--- src/rtl/thg_pkg.sv ---
package thg_pkg;

  typedef enum logic [3:0] {
    FN_CFG     = 4'd0,
    FN_FIXED   = 4'd1,
    FN_AND     = 4'd2,
    FN_OR      = 4'd3,
    FN_NOT     = 4'd4,
    FN_NAND    = 4'd5,
    FN_NOR     = 4'd6,
    FN_ATLEAST = 4'd7,
    FN_MAJ     = 4'd8,
    FN_MIN     = 4'd9,
    FN_EXACT   = 4'd10
  } fn_e;

  // Signed width that holds n weights of ww bits plus a bw-bit bias.
  function automatic int unsigned acc_width(int unsigned n, int unsigned ww,
                                            int unsigned bw);
    int unsigned a;
    a = ww + $clog2(n + 1);
    return ((a > bw) ? a : bw) + 1;
  endfunction

endpackage

--- src/rtl/thg_neuron.sv ---
module thg_neuron #(
  parameter int unsigned N  = 8,
  parameter int unsigned WW = 4,
  parameter int unsigned BW = 6
) (
  input  logic [N-1:0]        x,
  input  logic [N*WW-1:0]     w_flat,
  input  logic signed [BW-1:0] bias,
  output logic                fire
);
  localparam int unsigned SW = thg_pkg::acc_width(N, WW, BW);

  logic signed [SW-1:0] acc;

  always_comb begin
    acc = {{(SW-BW){bias[BW-1]}}, bias};
    for (int i = 0; i < N; i++) begin
      if (x[i]) begin
        acc = acc + {{(SW-WW){w_flat[i*WW+WW-1]}}, w_flat[i*WW +: WW]};
      end
    end
  end

  assign fire = ~acc[SW-1];

  // Checks: zero input reduces to the bias sign; no wrap when all terms are non-negative.
  logic all_nonneg;
  always_comb begin
    all_nonneg = ~bias[BW-1];
    for (int i = 0; i < N; i++) begin
      if (x[i] && w_flat[i*WW+WW-1]) all_nonneg = 1'b0;
    end
  end

  always_comb begin
    if (x == '0) begin
      a_r1_zero_input: assert (fire == ~bias[BW-1])
        else $error("zero input must follow bias sign");
    end
    if (all_nonneg) begin
      a_r2_no_overflow: assert (fire)
        else $error("non-negative terms produced a negative sum");
    end
  end

endmodule

--- src/rtl/thg_preset.sv ---
module thg_preset #(
  parameter int unsigned          N       = 8,
  parameter int unsigned          WW      = 4,
  parameter int unsigned          BW      = 6,
  parameter int unsigned          KW      = 4,
  parameter logic [N*WW-1:0]      FIX_W   = '0,
  parameter logic signed [BW-1:0] FIX_B   = '0
) (
  input  logic [3:0]          fn_sel,
  input  logic [N-1:0]        in_mask,
  input  logic [KW-1:0]       k,
  input  logic [N*WW-1:0]     cfg_weights,
  input  logic signed [BW-1:0] cfg_bias,
  output logic [N*WW-1:0]     w_a,
  output logic signed [BW-1:0] b_a,
  output logic [N*WW-1:0]     w_b,
  output logic signed [BW-1:0] b_b,
  output logic                use_l2
);
  import thg_pkg::*;

  localparam logic [WW-1:0] W_POS = WW'(1);
  localparam logic [WW-1:0] W_NEG = WW'(-1);

  function automatic logic [N*WW-1:0] spread(input logic [N-1:0] m,
                                             input logic [WW-1:0] v);
    logic [N*WW-1:0] r;
    for (int i = 0; i < N; i++) r[i*WW +: WW] = m[i] ? v : '0;
    return r;
  endfunction

  always_comb begin
    int n;
    int kv;
    n      = $countones(in_mask);
    kv     = int'(k);
    w_a    = '0;
    b_a    = BW'(-1);
    w_b    = '0;
    b_b    = BW'(-1);
    use_l2 = 1'b0;
    case (fn_sel)
      FN_CFG:     begin w_a = cfg_weights; b_a = cfg_bias; end
      FN_FIXED:   begin w_a = FIX_W; b_a = FIX_B; end
      FN_AND:     begin w_a = spread(in_mask, W_POS); b_a = BW'(-n); end
      FN_OR:      begin w_a = spread(in_mask, W_POS); b_a = BW'(-1); end
      FN_NOT:     begin w_a = spread(N'(1), W_NEG); b_a = '0; end
      FN_NAND:    begin w_a = spread(in_mask, W_NEG); b_a = BW'(n - 1); end
      FN_NOR:     begin w_a = spread(in_mask, W_NEG); b_a = '0; end
      FN_ATLEAST: begin w_a = spread(in_mask, W_POS); b_a = BW'(-kv); end
      FN_MAJ:     begin w_a = spread(in_mask, W_POS); b_a = BW'(-(n / 2 + 1)); end
      FN_MIN: begin
        w_a = spread(in_mask, W_NEG);
        b_a = (n == 0) ? BW'(-1) : BW'((n - 1) / 2);
      end
      FN_EXACT: begin
        w_a    = spread(in_mask, W_POS);
        b_a    = BW'(-kv);
        w_b    = spread(in_mask, W_POS);
        b_b    = BW'(-(kv + 1));
        use_l2 = 1'b1;
      end
      default: ;
    endcase
  end

endmodule

--- src/rtl/thg_unit.sv ---
module thg_unit #(
  parameter int unsigned N_IN     = 8,
  parameter int unsigned WEIGHT_W = 4,
  parameter int unsigned BIAS_W   = 6,
  parameter logic [N_IN*WEIGHT_W-1:0] FIX_WEIGHTS = {N_IN{WEIGHT_W'(1)}},
  parameter logic signed [BIAS_W-1:0] FIX_BIAS    = BIAS_W'(-4)
) (
  input  logic [N_IN-1:0]            x,
  input  logic [N_IN-1:0]            in_mask,
  input  logic [3:0]                 fn_sel,
  input  logic [$clog2(N_IN+1)-1:0]  k,
  input  logic [N_IN*WEIGHT_W-1:0]   cfg_weights,
  input  logic [BIAS_W-1:0]          cfg_bias,
  output logic                       y
);
  import thg_pkg::*;

  localparam int unsigned KW = $clog2(N_IN + 1);
  localparam logic [2*WEIGHT_W-1:0] L2_W = {WEIGHT_W'(-1), WEIGHT_W'(1)};
  localparam logic [BIAS_W-1:0]     L2_B = BIAS_W'(-1);

  logic [N_IN*WEIGHT_W-1:0] w_l1 [2];
  logic [BIAS_W-1:0]        b_l1 [2];
  logic [1:0]               l1_fire;
  logic                     l2_fire;
  logic                     use_l2;

  thg_preset #(
    .N(N_IN), .WW(WEIGHT_W), .BW(BIAS_W), .KW(KW),
    .FIX_W(FIX_WEIGHTS), .FIX_B(FIX_BIAS)
  ) u_preset (
    .fn_sel(fn_sel), .in_mask(in_mask), .k(k),
    .cfg_weights(cfg_weights), .cfg_bias(cfg_bias),
    .w_a(w_l1[0]), .b_a(b_l1[0]), .w_b(w_l1[1]), .b_b(b_l1[1]),
    .use_l2(use_l2)
  );

  for (genvar g = 0; g < 2; g++) begin : g_layer1
    thg_neuron #(.N(N_IN), .WW(WEIGHT_W), .BW(BIAS_W)) u_neuron (
      .x(x), .w_flat(w_l1[g]), .bias(b_l1[g]), .fire(l1_fire[g])
    );
  end

  // Second layer: fires when "at least k" holds and "at least k+1" does not.
  thg_neuron #(.N(2), .WW(WEIGHT_W), .BW(BIAS_W)) u_layer2 (
    .x(l1_fire), .w_flat(L2_W), .bias(L2_B), .fire(l2_fire)
  );

  assign y = use_l2 ? l2_fire : l1_fire[0];

  always_comb begin
    if (fn_sel == FN_AND && (x & in_mask) == in_mask) begin
      a_r4_and_full: assert (y) else $error("AND of all-high masked inputs is 0");
    end
    if (fn_sel == FN_OR && (x & in_mask) == '0) begin
      a_r5_or_empty: assert (!y) else $error("OR with no high masked input is 1");
    end
    if (fn_sel == FN_ATLEAST && k == '0) begin
      a_r7_k_zero: assert (y) else $error("at-least-0 must be 1");
    end
    if (fn_sel == FN_EXACT && y) begin
      a_r10_exact_count: assert ($countones(x & in_mask) == int'(k))
        else $error("exactly-k fired with wrong count");
    end
    if (fn_sel > 4'd10) begin
      a_r11_unused_zero: assert (!y) else $error("unused code drove 1");
    end
  end

endmodule

--- config.mk ---
export PLATFORM = sky130hd
export DESIGN_NAME = thg_unit
export DESIGN_NICKNAME = d
export VERILOG_FILES = /design/src/rtl/thg_pkg.sv /design/src/rtl/thg_neuron.sv /design/src/rtl/thg_preset.sv /design/src/rtl/thg_unit.sv
export SDC_FILE = /design/constraint.sdc
export NUM_CORES = 1
export LEC_CHECK = 0
export BUFFER_PORTS_ARGS = -buffer_cell sky130_fd_sc_hd__buf_2
export CAP_MARGIN = 30
export CORE_AREA = 2 2 131 133
export DETAILED_ROUTE_END_ITERATION = 10
export DIE_AREA = 0 0 133 135
export PLACE_DENSITY = 0.57
export SLEW_MARGIN = 20
export SYNTH_ARGS = -nofsm -noshare
export SYNTH_HDL_FRONTEND = slang
export SYNTH_SLANG_ARGS = --single-unit
--- constraint.sdc ---
create_clock -name vclk -period 20.7
set_input_delay 4.14 -clock vclk [all_inputs]
set_output_delay 4.14 -clock vclk [all_outputs]
set_load 0.1 [all_outputs]
**Word level (Yosys, flattened, before mapping)**

Index checks and enable logic that the tools add are counted.
Widths: inputs -> output; s select.

- Flip-flop bits (word level): 0
- Input bits: 62
- Logic and storage cells: 94

- $add $sub $neg: 33
- Equality and inequality tests: 10
- Multiplexer cells: 41
- Bitwise operators: 4
- Reductions and logical operators: 6

Operator list:

| operator | count |
|---|---|
| $pmux 32 s5 | 1 |
| $mux 9 | 16 |
| $add 9x9->9 | 14 |
| $add 32x32->32 | 3 |
| $pmux 6 s8 | 1 |
| $logic_not 32->1 | 1 |
| $mux 4 | 8 |
| $sub 32x2->32 const B | 1 |
| $mux 29 | 1 |
| $neg 6->6 | 3 |
| $eq 4x3->1 const B | 4 |
| $add 6x4->7 | 2 |
| $mux 7 | 2 |
| $add 6x1->6 | 2 |
| $eq 4x4->1 const B | 3 |
| $mux 6 | 2 |
| $mux 1 | 10 |
| $add 1x1->2 | 4 |
| $eq 4x2->1 const B | 2 |
| $add 7x7->7 const B | 1 |
| $add 6x2->6 const B | 1 |
| $neg 4->6 | 1 |
| $add 4x1->5 const B | 1 |
| $reduce_or 5->1 | 1 |
| 6 further kinds | 9 |

**Depth between registers and ports, before layout**

- Word-level depth: 29
- Gate-level depth with buffers: 66
- Gate-level depth less buffers: 66

**Hierarchy**

Synthesis repeated with hierarchy kept, for this count alone.

- Cell total of the unflattened synthesis: 1155
- Area, all modules: 8319.2 µm²

By module, submodules not included:

| module | times used | cells each | area an instance (µm²) | sequential area each (µm²) |
|---|---|---|---|---|
| thg_neuron (g_layer1[0].u_neuron) | 1 | 415 | 3138.0 | 0.0 |
| thg_neuron (g_layer1[1].u_neuron) | 1 | 410 | 3106.7 | 0.0 |
| thg_preset | 1 | 275 | 1590.3 | 0.0 |
| thg_neuron (u_layer2) | 1 | 52 | 461.7 | 0.0 |
| thg_unit | 1 | 3 | 22.5 | 0.0 |

**Worst setup path before layout**

No wires, ideal clock.

- Path type: in2out
- Start: input port in_mask[6]
- End: output port y
- Data arrival time: 16.034 ns
- Slack: 0.526 ns
- Cell stages on the path: 58
- Path buffers: 0
- Cells stage by stage: ha_1 inv_1 fa_1 inv_1 fa_1 ha_1 fa_1 nor3_1 ha_1 nor2b_1 ha_1 ha_1 nand2_1 o21ai_0 a21o_1 a211oi_1 inv_1 fa_1 (+22 left out) mux2_2 ha_1 xnor2_1 mux2_2 ha_1 a21oi_1 xnor2_1 o21ai_0 a21oi_1 ha_1 nand4_1 a21oi_1 o2111ai_1 o2111ai_1 o211ai_1 nor3_1 xnor2_1 and4_1

- Word-level cells in the longest chain between the ends: 29
- Elaborated cells on any way between the ends: 44
- Those cells by class: add/sub: 20; mux: 19; bitwise: 4; reduce/logical: 1

Ends and longest elaborated chain:

| element | RTL line | source |
|---|---|---|
| from (decl) | thg_unit.sv:9 | `input logic [N_IN-1:0] in_mask,` |
| $add 1x1->2 (implied by the code) | thg_preset.sv:35 | `n = $countones(in_mask);` |
| $add 32x32->32 (implied by the code) (2 in series) | thg_preset.sv:35 |  |
| $and 1x1->1 (no line) / $sub 32x2->32 (equally long branches) | n/a |  |
| $add 6x1->6 (no line) / $and 1x1->1 (equally long branches) | n/a |  |
| $add 6x2->6 / $add 6x1->6 (equally long branches) | n/a |  |
| $neg 6->6 / $mux 6 (equally long branches) | thg_preset.sv:51, thg_preset.sv:54 |  |
| $pmux 6 s8 | thg_preset.sv:42 | `case (fn_sel)` |
| $add 6x4->7 | thg_neuron.sv:19 | `acc = acc + {{(SW-WW){w_flat[i*WW+WW-1]}}, w_flat[i*WW +: WW]};` |
| (+12 left out) | n/a |  |
| $mux 9 | thg_neuron.sv:18 | `if (x[i]) begin` |
| $add 9x9->9 | thg_neuron.sv:19 |  |
| $mux 9 | thg_neuron.sv:18 |  |
| $mux 7 | thg_neuron.sv:18 |  |
| $add 7x7->7 | thg_neuron.sv:19 |  |
| $mux 7 | thg_neuron.sv:18 |  |
| $not 1->1 | thg_neuron.sv:24 | `assign fire = ~acc[SW-1];` |
| $mux 1 (*) | thg_unit.sv:49 | `assign y = use_l2 ? l2_fire : l1_fire[0];` |
| to (decl) | thg_unit.sv:14 | `output logic y` |

Mark *: on every way between the ends. The rest lies on a longest branch, timed or not.

**Worst setup path after layout**

Ends and elaborated chain as after synthesis.

==> results.md <==
- Mapped Nets: 973
- Count of input and output buffers: 63
- Setup crit start kind: input pin
- CP bufs+invs: 6
- Placed cell area: 6170 um^2
- Area growth, synth to finish: 16.8%
- Worst hold path class: in -> out
- Num rows: 47
- DRC Markers: 0
- Post-layout min period: between 20 and 25 ns
- Area of the core: 16400 um^2
- Synth area leaders: ha_1 19%, xnor2_1 7.0%, nand2_1 6.9%, o21ai_0 5.4%, mux2_2 5.0%
- Status: completed
- Initial Utilization: 34.5%
- First drt pass iteration count: 4
- First-pass GRT wire length: roughly 25000 um
- Final Max Slew Viols: 0
- Storage element area: 0 um^2
- Register area share after synthesis: 0%
- Inst Count DP: 1071
- Hold Path End: y
- Hold WS: 9.18 ns
- Layout cells sized above 1: 20.5%
- Worst EP arrival: 15.95 ns
- Cell family with most CP delay: adder cells
- Cells after Synth: approximately 810
- Wire per inst: 14.4 um
- Sequential cell count: 0
- Largest net degree at the start of global routing: 35
- Most numerous cell in the Yosys netlist: nand2_1
- Critical Path RT: 16.56 ns
- Final hold viol count: 0
- Post-synth top cells: 104 x nand2_1, 86 x ha_1, 74 x inv_1, 61 x o21ai_0, 53 x nor2_1
- Crit Path Category: in -> out
- Final setup vio count: 0
- Via/cell ratio: 5.35
- DRT iter0 DRCs: 282
- Antenna violations before repair: 0
- IO Pins: 63
- Max stage delay on crit path: 0.52 ns
- GRT overflow: 0
- Non-Filler Instances: 1078
- Max cap viols: 0
- Pwr dens: 79.9 nW/um^2
- Rel. slew slack: 53.7%
- Tot GR Track Use: 16.5%
- Worst VDD drop: 0.121 mV
- Ant diodes: 0
- CP Capture Type: primary output
- Antenna-violating nets left: 0
- Post-detail-place hpwl: 12600 um
- Drt total wl: 15500 um
- Slowest cell on crit path: fa_1
- Total power: 528 uW
- Crit path from: in_mask[6]
- Tcrit/Tclk final: between 90% and 100%
- CP Max Fanout: 4
- Post-synth cell types: 70
- Cell taking the most area after synthesis: ha_1
- Syn Std Cell Area: 5650 um^2
- Die Y: around 140 um
- CLK BUF: 0
- Hold Crit Depth: 7
- Post-layout nets: 1019
- Yosys top cell area share: a little under a fifth
- Synth warn: 0
- Fmax: between 0.04 and 0.05 GHz
- Hold_sp: x[7]
- Setup TNS: 0 ns
- Finished Cell Area: ~6600 um^2
- DIE AREA: about 18000 um^2
- Chip width: 133 um
- Routed via count: 5770
- Slew @ Worst Pin: 0.687 ns
- Vias in the first global route: around 5400
- Syn_area_per_cell: 6.94 um^2
- Routability cong.: 0.901
- Leak: just under 3 nW
worst max path at each step:
stage	end	slack, ns	cells after the start
final	y	0.61	60
after global routing	y	-0.09	63
after CTS	y	0.03	61
after detailed placement	y	0.05	61
after global placement	y	0.13	61
after floorplan	y	0.53	58
per-layer routing:
metal  vias to the layer above  wire length (um)  part of all wire, %  global-route usage [%]
met5                         -                 0                    0                       0
met4                         0               169                  1.1                    1.67
met3                        12               367                  2.4                  0.0751
met2                        97              7270                   47                    29.4
met1                      2656              7670                   50                    23.3
li1                       3005                 -                    -                       -
cells by family after synthesis:
family	Yosys count	share of synthesized area [%]
AOI/OAI and AO/OA	221	25.0
xor gates and xnor gates	68	12.4
adders and majority gates	98	23.1
buffers and inverters	109	7.68
muxes	37	7.33
and+or+nand+nor	281	24.5
power breakdown:
part | switching, mW | total [mW] | internal, mW | leakage (nW)
clock | 0 | 0 | 0 | 0
sequential | 0 | 0 | 0 | 0
combinational | 0.277 | 0.528 | 0.251 | 2.98
total | 0.277 | 0.528 | 0.251 | 2.98
through the flow:
stage               setup slack, ns  util (%)
finish                        0.609      40.3
CTS                          0.0253      37.6
detailed placement           0.0462      37.6
global placement              0.129      37.6
global route                -0.0948      40.3
floorplan                     0.526         -
final cells by class:
cell class | instances | area (um^2)
fill | 1772 | 9800
inverter | 76 | 285
multi-input combinational | 705 | 5610
tap | 220 | 275
timing repair buffer | 77 | 435
repair_timing:
item / in CTS / in global routing
gates cloned: 0 / 0
buffers inserted: 0 / 7
hold buffers: 0 / 0
resized for setup: 3 / 78
setup endpoints to repair: 1 / 1
pin swaps: 1 / 29
cell usage in the layout, fill, tap and decap left out, types with 10 or more instances in the layout:
cell and n:
nor3b_1 10, xor2_1 14, nand3_1 17, inv_1 73, ha_4 13, a21oi_2 10
xnor2_1 44, buf_2 62, o21ai_0 48, ha_1 69, a21oi_1 37, a21o_1 18
nand2_1 104, mux2_2 22, o21a_1 11, nor3_1 10, nor2_1 52, mux2i_1 10
o21bai_1 11, buf_4 13, nor2b_1 12, and2_1 19
Note: power is estimated with default switching activity, not from simulation.
